--- config.mk ---
export PLATFORM = sky130hd
export DESIGN_NAME = pulse_multivib
export DESIGN_NICKNAME = d
export VERILOG_FILES = /design/src/rtl/pulse_multivib.sv
export SDC_FILE = /design/constraint.sdc
export NUM_CORES = 1
export LEC_CHECK = 0
export ABC_CLOCK_PERIOD_IN_PS = 3210
export BUFFER_PORTS_ARGS = -buffer_cell sky130_fd_sc_hd__buf_2
export CAP_MARGIN = 40
export CORE_ASPECT_RATIO = 0.9
export CORE_MARGIN = 2
export CORE_UTILIZATION = 31
export CTS_BUF_LIST = sky130_fd_sc_hd__clkbuf_8
export DETAILED_ROUTE_END_ITERATION = 8
export GPL_TIMING_DRIVEN = 0
export SLEW_MARGIN = 20
export SYNTH_ARGS = -nofsm -noshare
export SYNTH_HDL_FRONTEND = slang
export SYNTH_SLANG_ARGS = --single-unit
--- constraint.sdc ---
create_clock -name clk -period 3.21 [get_ports clk]
set_clock_uncertainty 0.05 [all_clocks]
set_input_delay 0.642 -clock clk [delete_from_list [all_inputs] [get_ports clk]]
set_output_delay 0.642 -clock clk [all_outputs]
set_load 0.01 [all_outputs]
--- src/rtl/pulse_multivib.sv ---
module pulse_multivib #(
  parameter int HALF_CYC = 8
) (
  input  logic clk,
  input  logic rst,
  input  logic run_hi,
  input  logic run_n,
  input  logic trig_rise,
  input  logic trig_fall,
  input  logic retrig,
  output logic q,
  output logic q_n,
  output logic osc
);
  localparam int CW = $clog2(HALF_CYC);
  localparam logic [CW-1:0] LOAD = CW'(HALF_CYC - 1);
  localparam logic [CW-1:0] MID  = CW'(HALF_CYC / 2);
  localparam logic [4:0] IN_IDLE = 5'b01010;

  typedef enum logic [1:0] {IDLE = 2'd0, ASTAB = 2'd1, MONO = 2'd2} mode_t;

  logic [4:0] s1, s2;
  logic [2:0] s3;
  logic [CW-1:0] cnt;
  mode_t mode;
  logic q_r, osc_r;

  always_ff @(posedge clk or posedge rst)
    if (rst) begin
      s1 <= IN_IDLE;
      s2 <= IN_IDLE;
      s3 <= IN_IDLE[4:2];
    end else begin
      s1 <= {retrig, trig_fall, trig_rise, run_n, run_hi};
      s2 <= s1;
      s3 <= s2[4:2];
    end

  logic run_en, rise_t, fall_t, rise_r, fire, ret_hit;
  assign run_en  = s2[0] | ~s2[1];
  assign rise_t  = s2[2] & ~s3[0];
  assign fall_t  = ~s2[3] & s3[1];
  assign rise_r  = s2[4] & ~s3[2];
  assign fire    = rise_t | fall_t;
  assign ret_hit = rise_t & rise_r;

  always_ff @(posedge clk or posedge rst)
    if (rst) begin
      mode  <= IDLE;
      cnt   <= '0;
      q_r   <= 1'b0;
      osc_r <= 1'b0;
    end else begin
      case (mode)
        IDLE: begin
          if (run_en) begin
            mode  <= ASTAB;
            cnt   <= LOAD;
            q_r   <= 1'b1;
            osc_r <= 1'b1;
          end else if (fire) begin
            mode <= MONO;
            cnt  <= LOAD;
            q_r  <= 1'b1;
          end
        end
        ASTAB: begin
          if (cnt == '0) begin
            cnt <= LOAD;
            if (run_en) begin
              q_r   <= ~q_r;
              osc_r <= ~osc_r;
            end else begin
              mode  <= IDLE;
              q_r   <= 1'b0;
              osc_r <= 1'b0;
            end
          end else begin
            cnt <= cnt - 1'b1;
            if (cnt == MID) osc_r <= ~osc_r;
          end
        end
        MONO: begin
          if (ret_hit) cnt <= LOAD;
          else if (cnt == '0) begin
            mode <= IDLE;
            q_r  <= 1'b0;
          end else cnt <= cnt - 1'b1;
        end
        default: mode <= IDLE;
      endcase
    end

  assign q   = q_r;
  assign q_n = ~q_r;
  assign osc = osc_r;
endmodule


==> results.py <==
metrics = {
    "timing": {
        "timing.fmax_mhz": 543,
        "finalMaxSlewViolations": 0,
        "rsz0062_at_grt": "false",
        "hold_violations": 0,
        "finalCritPeriodShare": 0.573,
        "maxSlewHeadroom": 0.527,
        "worst_slew_pin_slew_ns": 0.709,
        "setup_viol": 0,
        "fin_hold_ws_ns": 0.304,
        "min_period_ns": 1.84,
        "tns_ns": 0,
    },
    "synth": {
        "syn_avg_cell_area_um2": 12.7,
        "synthCells": 69,
        "netlist_area_um2": 878,
        "synth.ff_latch_count": 20,
        "ys_seq_area_frac": 0.577,
        "synthDistinctLibCells": 25,
        "yosysWarnings": 0,
        "synth_nets": 82,
    },
    "cells_and_area": {
        "antenna_cells": 0,
        "area_growth_syn_to_layout_pct": 18.9,
        "drive_gt1_frac": 0.329,
        "fin_nets": 96,
        "post-route-util": 0.383,
        "finalNonFillerCells": 122,
    },
    "global_route": {
        "grt_pass1_vias": 540,
        "top_usage_layer": "met2",
        "grt_overflow": 0,
        "grt_use_met3": 0.0496,
        "grt_pass1_wl_um": 2360,
        "antenna_found_initial": 0,
        "grtUsageMet1": 0.113,
        "grt_max_degree": 21,
        "grt_use_met2": 0.172,
        "track_usage": 0.106,
    },
    "setup_path": {
        "startpoint": "mode[0]",
        "worstSetupStartpointType": "flip-flop",
        "required_ns": 3.31,
        "cp-end-kind": "flip-flop",
        "setup.reg_to_reg.worst_slack_ns": 1.37,
        "crit_type": "flip-flop to flip-flop",
        "cp_max_fo": 4,
        "r2r_start": "mode[0]",
        "crit_arrival_ns": 1.94,
    },
    "clock_tree": {
        "cts_resized": 0,
        "cts_buffers": 3,
        "cts_max_level": 1,
        "clockRootBuffer": "clkbuf_8",
        "clockBufferDepth": 2,
        "postCtsSetupBuffers": 0,
        "cts.sinks": 20,
        "worstSkewPairLatency_ns": 0.27,
        "clk_pin_slew_ns": 0.08,
        "cts_tree": "yes",
        "hold_buffers": 0,
    },
    "floorplanning": {
        "dieArea_um2": 3280,
        "coreArea_um2": 2730,
        "initial_core_util": 0.322,
        "die_w_um": 60.1,
        "rows": 18,
        "die_h_um": 54.5,
        "boundaryPins": 10,
    },
    "detailed_routing": {
        "wl_um": 1300,
        "drc_errors": 0,
        "drt-initial-drc-count": 14,
        "num_vias": 546,
        "routedWlPerCell_um": 10.7,
        "avgViaCountPerCell": 4.48,
        "postRouteAntennaNets": 0,
        "first_pass_iters": 4,
    },
    "placed_design": {
        "hpwl_um": 941,
        "placed_cells": 118,
        "gp_congestion": 0.729,
        "portBuffers": 9,
    },
    "power_and_ir_drop": {
        "power_density_nw_per_um2": 909,
        "p_total_uw": 949,
        "leakage_uw": 0.000482,
        "peakVddDrop_mv": 0.315,
    },
    "hold_path": {
        "hold_path_class": "flip-flop to flip-flop",
        "hold_start": "s1[3]",
    },
    "run": {
        "maxCapViolCount": 0,
    },
    "run_status": {
        "status": "complete, no violations",
    },
}
## cell usage in the layout, fill, tap and decap left out, drive strengths merged
| cell | netlist | routed |
|---|---|---|
| nor2b | 1 | 1 |
| ha | 6 | 6 |
| bufinv | 0 | 1 |
| inv | 8 | 8 |
| or3 | 1 | 1 |
| nand2b | 4 | 4 |
| nand2 | 4 | 4 |
| o221a | 1 | 1 |
| and3b | 1 | 1 |
| mux2i | 1 | 1 |
| nand3 | 4 | 4 |
| o211ai | 1 | 1 |
| o21ai | 4 | 4 |
| and2 | 1 | 1 |
| a22o | 1 | 1 |
| mux2 | 3 | 3 |
| clkbuf | 0 | 3 |
| dfrtp | 15 | 15 |
| nor2 | 1 | 1 |
| nand4bb | 1 | 1 |
| o22a | 1 | 1 |
| dfstp | 5 | 5 |
| buf | 0 | 9 |
| a21oi | 2 | 2 |
| a31oi | 3 | 3 |
## stage by stage
stage,instance area (µm²),setup slack (ns)
after floorplan,878,1.52
after global placement,973,1.39
after detailed placement,973,1.40
after CTS,1040,1.37
after global routing,1040,1.33
final,1040,1.37
## worst paths after layout
check	depth (start not counted)	endpoint
max in group asynchronous	2	s3[2]
worst max register to register	6	cnt[1]
worst min register to register	0	s2[3]
worst min-delay path	0	s2[3]
min in group asynchronous	2	mode[0]
worst max-delay path	6	cnt[1]
## critical path: stages, from the launching register on
cell and delay (ns):
dfrtp_1 0.39, inv_1 0.09, ha_1 0.24, and3b_2 0.26
a31oi_4 0.21, and2_4 0.20, mux2_4 0.30
## power breakdown
part | switching, µW | total [µW] | internal, µW
Sequential | 37.6 | 344 | 307
Combinational | 176 | 352 | 177
Clock | 86.1 | 253 | 167
## kinds of logic after synthesis
| family | Yosys count | synth area share |
|---|---|---|
| flops | 20 | 0.577 |
| compound gates | 13 | 0.115 |
| mux | 4 | 0.0584 |
| buf+inv | 8 | 0.0342 |
| fa+ha+maj | 6 | 0.0855 |
| simple gates | 18 | 0.130 |
## registers in the layout, indices dropped and copies added (netlist names)
signal,cells
cnt,3
mode,2
osc,1
q,1
s1,5
s2,5
s3,3
## synth_stat cells
master	count	share of area
mux2i_1	1	0.011
mux2_1	1	0.013
a31oi_4	1	0.024
nand3_1	3	0.017
dfstp_2	5	0.15
nor2b_1	1	0.0071
nand3_2	1	0.011
and3b_2	1	0.011
ha_1	6	0.085
o221a_2	1	0.013
inv_1	8	0.034
o22a_2	1	0.011
a31oi_1	2	0.014
nand2b_1	4	0.028
a22o_1	1	0.010
nand2_1	4	0.017
dfrtp_1	15	0.43
mux2_4	2	0.034
and2_4	1	0.010
nand4bb_1	1	0.013
o211ai_1	1	0.0086
o21ai_0	4	0.023
nor2_2	1	0.0071
or3_1	1	0.0071
a21oi_1	2	0.011
## layout make-up
type / count / area, µm²
Clock buffer: 3 / 41.3
Clock inverter: 1 / 30.0
Fill cell: 265 / 1680
Inverter: 8 / 30.0
Multi-Input combinational cell: 41 / 342
Sequential cell: 20 / 507
Tap cell: 40 / 50.0
Timing Repair Buffer: 9 / 45.0
## per-layer routing
metal / vias up / share of wire / wire (µm)
met3: 5 / 0.058 / 76
met5: - / 0 / 0
met2: 13 / 0.47 / 606
met4: 0 / 0.025 / 32
li1: 264 / - / -
met1: 264 / 0.45 / 586
Power figures use the tool's default switching activity.
